**src/rtl/pot_spi_pkg.sv**
```systemverilog
package pot_spi_pkg;
    localparam int DW     = 8;
    localparam int NREG   = 16;
    localparam int IDX_W  = $clog2(NREG);
    localparam int CNT_W  = 5;

    typedef enum logic [3:0] {
        OP_NOP           = 4'h0,
        OP_RD_WIPER      = 4'h9,
        OP_WR_WIPER      = 4'hA,
        OP_RD_DATA       = 4'hB,
        OP_WR_DATA       = 4'hC,
        OP_DATA_TO_WIPER = 4'hD,
        OP_WIPER_TO_DATA = 4'hE
    } opcode_e;

    typedef struct packed {
        logic             sclk;
        logic [CNT_W-1:0] cnt;
        logic [DW-1:0]    rx;
    } shift_t;

    typedef struct packed {
        logic             matched;
        logic [3:0]       op;
        logic [IDX_W-1:0] idx;
        logic             talk;
        logic [DW-1:0]    tx;
    } ctl_t;
endpackage

```
**src/rtl/pot_spi_shift.sv**
```systemverilog
module pot_spi_shift
    import pot_spi_pkg::*;
(
    input  logic             clk_i,
    input  logic             rst_ni,
    input  logic             cs_n_i,
    input  logic             sclk_i,
    input  logic             mosi_i,
    output logic             fall_o,
    output logic             byte_done_o,
    output logic [1:0]       byte_idx_o,
    output logic [DW-1:0]    byte_o,
    output logic             data_phase_o
);
    localparam logic [CNT_W-1:0] LAST_BIT  = CNT_W'(3 * DW);
    localparam logic [CNT_W-1:0] DATA_LO   = CNT_W'(2 * DW + 1);

    shift_t sh_d, sh_q;
    logic   rise;

    always_comb begin
        sh_d      = sh_q;
        sh_d.sclk = sclk_i;
        rise      = sclk_i & ~sh_q.sclk & ~cs_n_i;
        if (cs_n_i) begin
            sh_d.cnt = '0;
        end else if (rise) begin
            sh_d.rx = {sh_q.rx[DW-2:0], mosi_i};
            if (sh_q.cnt != LAST_BIT) begin
                sh_d.cnt = sh_q.cnt + 1'b1;
            end
        end
    end

    always_ff @(posedge clk_i or negedge rst_ni) begin
        if (!rst_ni) begin
            sh_q <= '0;
        end else begin
            sh_q <= sh_d;
        end
    end

    assign fall_o       = ~sclk_i & sh_q.sclk & ~cs_n_i;
    assign byte_done_o  = rise && (sh_q.cnt[2:0] == 3'd7) && (sh_q.cnt < LAST_BIT);
    assign byte_idx_o   = sh_q.cnt[4:3];
    assign byte_o       = {sh_q.rx[DW-2:0], mosi_i};
    assign data_phase_o = (sh_q.cnt >= DATA_LO) && (sh_q.cnt < LAST_BIT);
endmodule

```
**src/rtl/pot_spi_regs.sv**
```systemverilog
module pot_spi_regs
    import pot_spi_pkg::*;
(
    input  logic             clk_i,
    input  logic             rst_ni,
    input  logic             wr_en_i,
    input  logic [IDX_W-1:0] wr_idx_i,
    input  logic [DW-1:0]    wr_data_i,
    input  logic             wip_en_i,
    input  logic [DW-1:0]    wip_data_i,
    input  logic [IDX_W-1:0] rd_idx_i,
    output logic [DW-1:0]    rd_data_o,
    output logic [DW-1:0]    wiper_o
);
    logic [DW-1:0] mem_d [NREG];
    logic [DW-1:0] mem_q [NREG];
    logic [DW-1:0] wiper_d, wiper_q;

    always_comb begin
        wiper_d = wip_en_i ? wip_data_i : wiper_q;
    end

    for (genvar g = 0; g < NREG; g++) begin : g_reg
        always_comb begin
            mem_d[g] = (wr_en_i && (wr_idx_i == IDX_W'(g))) ? wr_data_i : mem_q[g];
        end
        always_ff @(posedge clk_i or negedge rst_ni) begin
            if (!rst_ni) begin
                mem_q[g] <= '0;
            end else begin
                mem_q[g] <= mem_d[g];
            end
        end
    end

    always_ff @(posedge clk_i or negedge rst_ni) begin
        if (!rst_ni) begin
            wiper_q <= '0;
        end else begin
            wiper_q <= wiper_d;
        end
    end

    assign rd_data_o = mem_q[rd_idx_i];
    assign wiper_o   = wiper_q;
endmodule

```
**src/rtl/pot_spi_if.sv**
```systemverilog
module pot_spi_if
    import pot_spi_pkg::*;
#(
    parameter logic [3:0] DEV_TYPE = 4'b0101
) (
    input  logic          clk_i,
    input  logic          rst_ni,
    input  logic          cs_n_i,
    input  logic          sclk_i,
    input  logic          mosi_i,
    input  logic [1:0]    addr_strap_i,
    output logic          miso_o,
    output logic          miso_oe_o,
    output logic [DW-1:0] tap_o
);
    ctl_t             ctl_d, ctl_q;
    logic             fall, byte_done, data_phase;
    logic [1:0]       byte_idx;
    logic [DW-1:0]    rx_byte, rd_data, wiper;
    logic             wr_en, wip_en;
    logic [IDX_W-1:0] wr_idx, rd_idx;
    logic [DW-1:0]    wr_data, wip_data;

    pot_spi_shift u_shift (
        .clk_i        (clk_i),
        .rst_ni       (rst_ni),
        .cs_n_i       (cs_n_i),
        .sclk_i       (sclk_i),
        .mosi_i       (mosi_i),
        .fall_o       (fall),
        .byte_done_o  (byte_done),
        .byte_idx_o   (byte_idx),
        .byte_o       (rx_byte),
        .data_phase_o (data_phase)
    );

    pot_spi_regs u_regs (
        .clk_i      (clk_i),
        .rst_ni     (rst_ni),
        .wr_en_i    (wr_en),
        .wr_idx_i   (wr_idx),
        .wr_data_i  (wr_data),
        .wip_en_i   (wip_en),
        .wip_data_i (wip_data),
        .rd_idx_i   (rd_idx),
        .rd_data_o  (rd_data),
        .wiper_o    (wiper)
    );

    // register index is bank in the upper two bits, register number below
    assign rd_idx = {rx_byte[1:0], rx_byte[3:2]};

    always_comb begin
        ctl_d    = ctl_q;
        wr_en    = 1'b0;
        wr_idx   = ctl_q.idx;
        wr_data  = rx_byte;
        wip_en   = 1'b0;
        wip_data = rx_byte;
        if (cs_n_i) begin
            ctl_d = '0;
        end else begin
            if (fall && ctl_q.talk && data_phase) begin
                ctl_d.tx = {ctl_q.tx[DW-2:0], 1'b0};
            end
            if (byte_done) begin
                unique case (byte_idx)
                    2'd0: begin
                        ctl_d.matched = (rx_byte[7:4] == DEV_TYPE) &&
                                        (rx_byte[3:2] == 2'b00) &&
                                        (rx_byte[1:0] == addr_strap_i);
                    end
                    2'd1: begin
                        if (ctl_q.matched) begin
                            ctl_d.op  = rx_byte[7:4];
                            ctl_d.idx = rd_idx;
                            case (rx_byte[7:4])
                                OP_RD_WIPER: begin
                                    ctl_d.talk = 1'b1;
                                    ctl_d.tx   = wiper;
                                end
                                OP_RD_DATA: begin
                                    ctl_d.talk = 1'b1;
                                    ctl_d.tx   = rd_data;
                                end
                                OP_DATA_TO_WIPER: begin
                                    wip_en   = (rx_byte[1:0] == 2'b00);
                                    wip_data = rd_data;
                                end
                                OP_WIPER_TO_DATA: begin
                                    wr_en   = (rx_byte[1:0] == 2'b00);
                                    wr_idx  = rd_idx;
                                    wr_data = wiper;
                                end
                                default: ;
                            endcase
                        end
                    end
                    2'd2: begin
                        ctl_d.talk = 1'b0;
                        if (ctl_q.matched) begin
                            wip_en = (ctl_q.op == OP_WR_WIPER);
                            wr_en  = (ctl_q.op == OP_WR_DATA);
                        end
                    end
                    default: ;
                endcase
            end
        end
    end

    always_ff @(posedge clk_i or negedge rst_ni) begin
        if (!rst_ni) begin
            ctl_q <= '0;
        end else begin
            ctl_q <= ctl_d;
        end
    end

    assign miso_oe_o = ctl_q.talk;
    assign miso_o    = ctl_q.talk & ctl_q.tx[DW-1];
    assign tap_o     = wiper;
endmodule

```
**config.mk**
```make
export PLATFORM = sky130hd
export DESIGN_NAME = pot_spi_if
export DESIGN_NICKNAME = d
export VERILOG_FILES = /design/src/rtl/pot_spi_pkg.sv /design/src/rtl/pot_spi_shift.sv /design/src/rtl/pot_spi_regs.sv /design/src/rtl/pot_spi_if.sv
export SDC_FILE = /design/constraint.sdc
export NUM_CORES = 1
export LEC_CHECK = 0
export ABC_CLOCK_PERIOD_IN_PS = 4900
export BUFFER_PORTS_ARGS = -buffer_cell sky130_fd_sc_hd__buf_2
export CAP_MARGIN = 25
export CORE_ASPECT_RATIO = 1.1
export CORE_MARGIN = 5
export CORE_UTILIZATION = 35
export CTS_CLUSTER_SIZE = 40
export DETAILED_ROUTE_END_ITERATION = 12
export PLACE_DENSITY_LB_ADDON = 0.1
export SKIP_CTS_REPAIR_TIMING = 1
export SYNTH_ARGS = -nofsm -noshare
export SYNTH_HDL_FRONTEND = slang
export SYNTH_SLANG_ARGS = --single-unit
```
**constraint.sdc**
```tcl
create_clock -name clk_i -period 4.9 [get_ports clk_i]
set_clock_uncertainty 0.15 [all_clocks]
set_input_delay 1.47 -clock clk_i [delete_from_list [all_inputs] [get_ports clk_i]]
set_output_delay 1.47 -clock clk_i [all_outputs]
set_load 0.02 [all_outputs]
```
==> metrics, run 1 <==
Detailed Route WL=20.3 mm; WL per Instance=~21 um; largest cells by area after synthesis=sky130_fd_sc_hd__dfrtp_1, sky130_fd_sc_hd__mux2_2, sky130_fd_sc_hd__mux4_2; antenna diode instance count=0; Worst Tran Pin Value=~0.9 ns; via count of the first global-routing pass=5324; cells on worst reg2reg path=6; share of async-settable or async-resettable flops after synthesis=1.00; share of the core filled with cells in the final layout=0.394; mean instance size in the synthesized netlist=around 13 um2; num ports=17; crit path capture type=flip-flop; layout cell share with drive strength beyond 1=0.387; shortest period the worst path allows=roughly 4.1 ns; cell area after synthesis=8260 um2; capturing point of the worst reg2reg path=u_regs.mem_q[106]; core area=23500 um2; number of buffers created by CTS=17; number of DRC violations after detailed-routing iteration 0=282; clock-pin transition on the worst setup and hold timing paths=0.07 ns; Yosys Warn Count=0; start point of the critical path=cs_n_i; final clock period utilization by the worst path=0.841; worst min-delay path category=flip-flop to flip-flop; CTS tree=yes; startpoint of the most critical register-to-register path=u_shift.byte_idx_o[0]; initial standard-cell utilization of the core=0.352; number of synthesized register bits=approximately 170; critical path required time=5.06 ns; Post-synth EDFFs=0; status=complete, no violations; gr usage total=0.159; antenna-violating nets left=0; RSZ-0062 raised after global routing=false; first-pass GRT wire length=between 30 and 40 mm; Setup TNS Final=0 ns; worst-path maximum fanout=8; data arrival time of the worst path=around 4.3 ns; number of maximum-capacitance constraint violations=0; clk sinks=167; proportion of synthesized chip area in sequential cells=0.506; timing-limited maximum frequency=243 MHz; nets in the synthesized netlist=636; standard-cell rows=59; Clk Latency, worst-skew pair=0.43 ns; most used flip-flop cell after synthesis=sky130_fd_sc_hd__dfrtp_1; number of vias per cell after detailed routing=5.33; kind of start point of the critical path=input pin; Synth area leader=sky130_fd_sc_hd__dfrtp_1; CTS HTree Levels=4; Die X-Extent=156 um; number of pins exceeding their max-slew limit in the final report=0; pin count of the biggest net entering global routing=87; final setup violation count=0; die extent in y=between 150 and 200 um; worst hold margin=roughly 0.35 ns; post-synthesis instance total=620; layout overhead on the synthesized area=12.0%; via count=around 5000; Remaining Overflow, GRT=0; number of iterations in the first detailed-routing pass=4; capturing element of the worst setup path=u_regs.mem_q[106]; number of library cell types mapped by synthesis=51; P_leak=0.00426 uW; Bufs on Longest Clock Path=2; antenna violations before repair=0; Synth top area share=0.506; peak supply drop=178 uV; post-route worst setup slack=0.777 ns; hold violation count in the final report=0; Setup WS pre-CTS=0.271 ns; dpl hpwl=13.5 mm; slack of the worst reg-to-reg path=1.25 ns; Routability Congestion=a little under 0.8; category of the critical setup timing path=input pin to flip-flop; filler instances=2225; PwrDens=346 nW/um2; max-slew headroom at the worst pin=0.384; number of input and output port buffers inserted=16; Residual DRC=0; cell chosen for the clock root=sky130_fd_sc_hd__clkbuf_16; total die area=26800 um2; number of nets in the layout=644
## worst max-delay path, cell delays in order
cell and delay (ns):
sky130_fd_sc_hd__buf_2 0.12, sky130_fd_sc_hd__or4b_1 0.64, sky130_fd_sc_hd__or4_4 0.58, sky130_fd_sc_hd__a211oi_4 0.47
sky130_fd_sc_hd__nor3b_4 0.60, sky130_fd_sc_hd__mux2_2 0.40
## registers in the layout, summed over array words and instances, names as in the netlist
name	cells
u_regs.mem_q	128
ctl_q	17
u_regs.wiper_o	8
u_shift.byte_o	7
u_shift.sh_q	4
u_shift.byte_idx_o	2
miso_oe_o	1
## cell usage in the layout (no fill, tap or decap), types with 13 or more instances in the layout
cell type	Yosys	final
sky130_fd_sc_hd__buf_2	6	15
sky130_fd_sc_hd__buf_4	0	15
sky130_fd_sc_hd__mux4_2	32	32
sky130_fd_sc_hd__nand3_1	13	13
sky130_fd_sc_hd__o21ai_0	14	13
sky130_fd_sc_hd__nor2_1	17	17
sky130_fd_sc_hd__mux2i_1	26	26
sky130_fd_sc_hd__nand2_1	48	48
sky130_fd_sc_hd__inv_1	13	13
sky130_fd_sc_hd__mux2_2	135	135
sky130_fd_sc_hd__dfrtp_1	167	166
sky130_fd_sc_hd__clkbuf_16	0	17
## worst min path at each step
stage               slack (ns)              from               end  cells past startpoint
finish                    0.35  u_regs.mem_q[89]  u_regs.mem_q[89]                      1
global route              0.36  u_regs.mem_q[89]  u_regs.mem_q[89]                      1
CTS                       0.35  u_regs.mem_q[89]  u_regs.mem_q[89]                      1
detailed placement        0.34  u_regs.mem_q[89]  u_regs.mem_q[89]                      1
global placement          0.33  u_regs.mem_q[12]  u_regs.mem_q[12]                      1
floorplan                 0.32  u_regs.mem_q[88]  u_regs.mem_q[88]                      1
## logic make-up after synthesis
family | synth area share
DFF | 0.506
muxes | 0.305
xor gates and xnor gates | 0.00530
buffers and inverters | 0.0283
AOI/OAI and AO/OA | 0.0451
adders and majority gates | 0.0136
and+or+nand+nor | 0.0972
## final cells by class
type / count / area (um2) / share of cell area
well taps: 305 / 382 / 0.0412
flip-flops and latches: 167 / 4180 / 0.452
repair buffers: 32 / 219 / 0.0237
multi-input cells: 397 / 3860 / 0.417
inverters: 13 / 48.8 / 0.00527
clock inverters: 14 / 131 / 0.0142
clock buffers: 18 / 439 / 0.0474
## report_power, final
group / internal [uW] / total, uW / switching (uW)
Clock: 685 / 1300 / 618
Sequential: 1400 / 1480 / 81.0
Combinational: 135 / 419 / 284
Total: 2220 / 3200 / 983
## layer usage
metal	track usage	up-vias	wire, um
li1	-	2289	-
met5	0	-	0
met1	0.218	2671	9380
met4	0.0392	0	167
met3	0.0283	10	608
met2	0.263	74	10100
## metrics by stage
step                      total power [uW]  cell area (um2)  cells
after floorplan                       1740             8260    620
final                                 3200             9260    946
after CTS                             3260             9260    946
after global placement                1940             8690    914
after global routing                  3340             9260    946
after detailed placement              1940             8690    914
## synthesized netlist by cell type (all sizes together), types with 2 or more instances
cell     number
o21ai        14
or3           4
nand2        48
a21oi         8
mux2        136
buf          14
nand4         3
clkbuf       29
nand3        13
or3b          2
a211oi        4
o31ai         4
a221oi        9
xor2          2
and3          2
ha            9
nand3b        9
a31oi         5
dfrtp       167
nand4bb       2
nor2b         7
nand2b        8
o211ai        3
nor3b         3
nor4b         3
a21boi        2
inv          13
nor3          8
nor2         17
mux2i        26
xnor2         3
mux4         32
nand4b        2
Power figures use the tool's default switching activity.
==> inputs of run 2 (changes only) <==
Settings changed: ABC_CLOCK_PERIOD_IN_PS 4900 to 4000.
Clock period 4.9 ns to 4 ns, I/O delays scaled along.
==> metrics, run 2 (same netlist as run 1, synthesis figures left out) <==
status=complete, no violations; via count=between 5000 and 6000; P_leak=about 0.0045 uW; CTS HTree Levels=4; Biggest register=u_regs.mem_q; RSZ-0062 raised after global routing=false; number of pins exceeding their max-slew limit in the final report=0; Detailed Route WL=20.8 mm; post-route worst setup slack=between 0.5 and 0.6 ns; Comb power frac=0.152; peak supply drop=234 uV; num ports=17; number of maximum-capacitance constraint violations=0; pin count of the biggest net entering global routing=90; gr usage total=0.165; final clock period utilization by the worst path=0.857; layout cell share with drive strength beyond 1=0.414; initial standard-cell utilization of the core=0.352; dpl hpwl=roughly 14 mm; standard-cell rows=59; core area=roughly 23000 um2; number of vias per cell after detailed routing=5.27; clock-pin transition on the worst setup and hold timing paths=0.07 ns; Die X-Extent=156 um; antenna violations before repair=0; WL per Instance=21.2 um; number of iterations in the first detailed-routing pass=4; CTS tree=yes; power dissipated by switching net loads=about 1200 uW; number of input and output port buffers inserted=16; proportion of power drawn by the clock network=0.409; internal power=around 2800 uW; category of the critical setup timing path=input pin to flip-flop; Bufs on Longest Clock Path=2; max-slew headroom at the worst pin=0.414; total die area=26800 um2; layout overhead on the synthesized area=17.3%; Routability Congestion=between 0.7 and 0.8; cell chosen for the clock root=sky130_fd_sc_hd__clkbuf_16; die extent in y=171 um; Residual DRC=0; Setup TNS Final=0 ns; Largest register FFs=about 130; worst min-delay path category=flip-flop to flip-flop; filler instances=2201; data arrival time of the worst path=3.58 ns; Clk Latency, worst-skew pair=~0.44 ns; number of nets in the layout=679; Worst Tran Pin Value=~0.87 ns; number of buffers created by CTS=17; switching fraction of total power=0.300; number of DRC violations after detailed-routing iteration 0=240; top library cells by usage in the layout, fill and taps aside=sky130_fd_sc_hd__dfrtp_1, sky130_fd_sc_hd__mux2_2, sky130_fd_sc_hd__nand2_1; Remaining Overflow, GRT=0; crit path capture type=flip-flop; timing-limited maximum frequency=292 MHz; antenna-violating nets left=0; Setup WS pre-CTS=0.122 ns; clk sinks=167; hold violation count in the final report=0; critical path required time=around 4.2 ns; kind of start point of the critical path=input pin; shortest period the worst path allows=3.43 ns; via count of the first global-routing pass=roughly 5700; commonest non-fill, non-tap cell in the layout=sky130_fd_sc_hd__dfrtp_1; worst-path maximum fanout=8; PwrDens=~410 nW/um2; antenna diode instance count=0; final setup violation count=0; fraction of power consumed by sequential logic=0.439; first-pass GRT wire length=between 30 and 40 mm
==> run 2: worst paths after layout <==
| path | startpoint | end | slack, ns | cells after the start |
|---|---|---|---|---|
| hold / removal | u_regs.mem_q[11] | u_regs.mem_q[11] | 0.35 | 1 |
| min in group asynchronous | rst_ni | u_regs.mem_q[17] | 0.70 | 1 |
| setup / recovery | cs_n_i | u_regs.mem_q[93] | 0.57 | 9 |
| setup reg to reg | u_shift.byte_idx_o[0] | u_regs.mem_q[93] | 0.78 | 9 |
| hold reg to reg | u_regs.mem_q[11] | u_regs.mem_q[11] | 0.35 | 1 |
| max in group asynchronous | rst_ni | u_regs.mem_q[121] | 2.18 | 2 |
==> run 2: cell type report <==
| cell class | count | area [um2] | area share |
|---|---|---|---|
| Multi-Input combinational cell | 397 | 3850 | 0.397 |
| Timing Repair Buffer | 67 | 657 | 0.0678 |
| Sequential cell | 167 | 4180 | 0.431 |
| Clock inverter | 13 | 135 | 0.0139 |
| Tap cell | 305 | 382 | 0.0394 |
| Inverter | 13 | 48.8 | 0.00503 |
| Clock buffer | 19 | 443 | 0.0457 |
==> run 2: worst max-delay path: stages <==
cell	delay [ns]
sky130_fd_sc_hd__buf_2	0.11
sky130_fd_sc_hd__or4b_1	0.56
sky130_fd_sc_hd__buf_4	0.19
sky130_fd_sc_hd__o31ai_1	0.30
sky130_fd_sc_hd__nand4bb_1	0.15
sky130_fd_sc_hd__buf_4	0.22
sky130_fd_sc_hd__or3b_1	0.41
sky130_fd_sc_hd__buf_12	0.17
sky130_fd_sc_hd__mux2_2	0.27
==> run 2: layer usage <==
metal | track usage | wire (um)
met1 | 0.214 | 9280
met2 | 0.285 | 10800
met3 | 0.0273 | 439
met4 | 0.0464 | 325
met5 | 0 | 0
==> run 2: power groups by stage <==
stage / Clock [uW] / Combinational (uW) / Sequential (uW)
4_1_cts: 1690 / 561 / 1810
5_1_grt: 1760 / 664 / 1770
6_report: 1650 / 610 / 1760
3_3_place_gp: 0 / 551 / 1840
3_5_place_dp: 0 / 559 / 1840
2_1_floorplan: 0 / 373 / 1760
==> run 2: through the flow <==
stage	power [uW]	hold WS, ns	std cells	instance area (um2)	utilization
detailed placement	2400	0.338	948	9100	0.387
finish	4020	0.353	981	9690	0.413
global placement	2400	0.331	948	9100	0.387
CTS	4060	0.353	980	9670	0.412
global route	4190	0.368	981	9690	0.413
floorplan	2130	0.324	620	8260	-
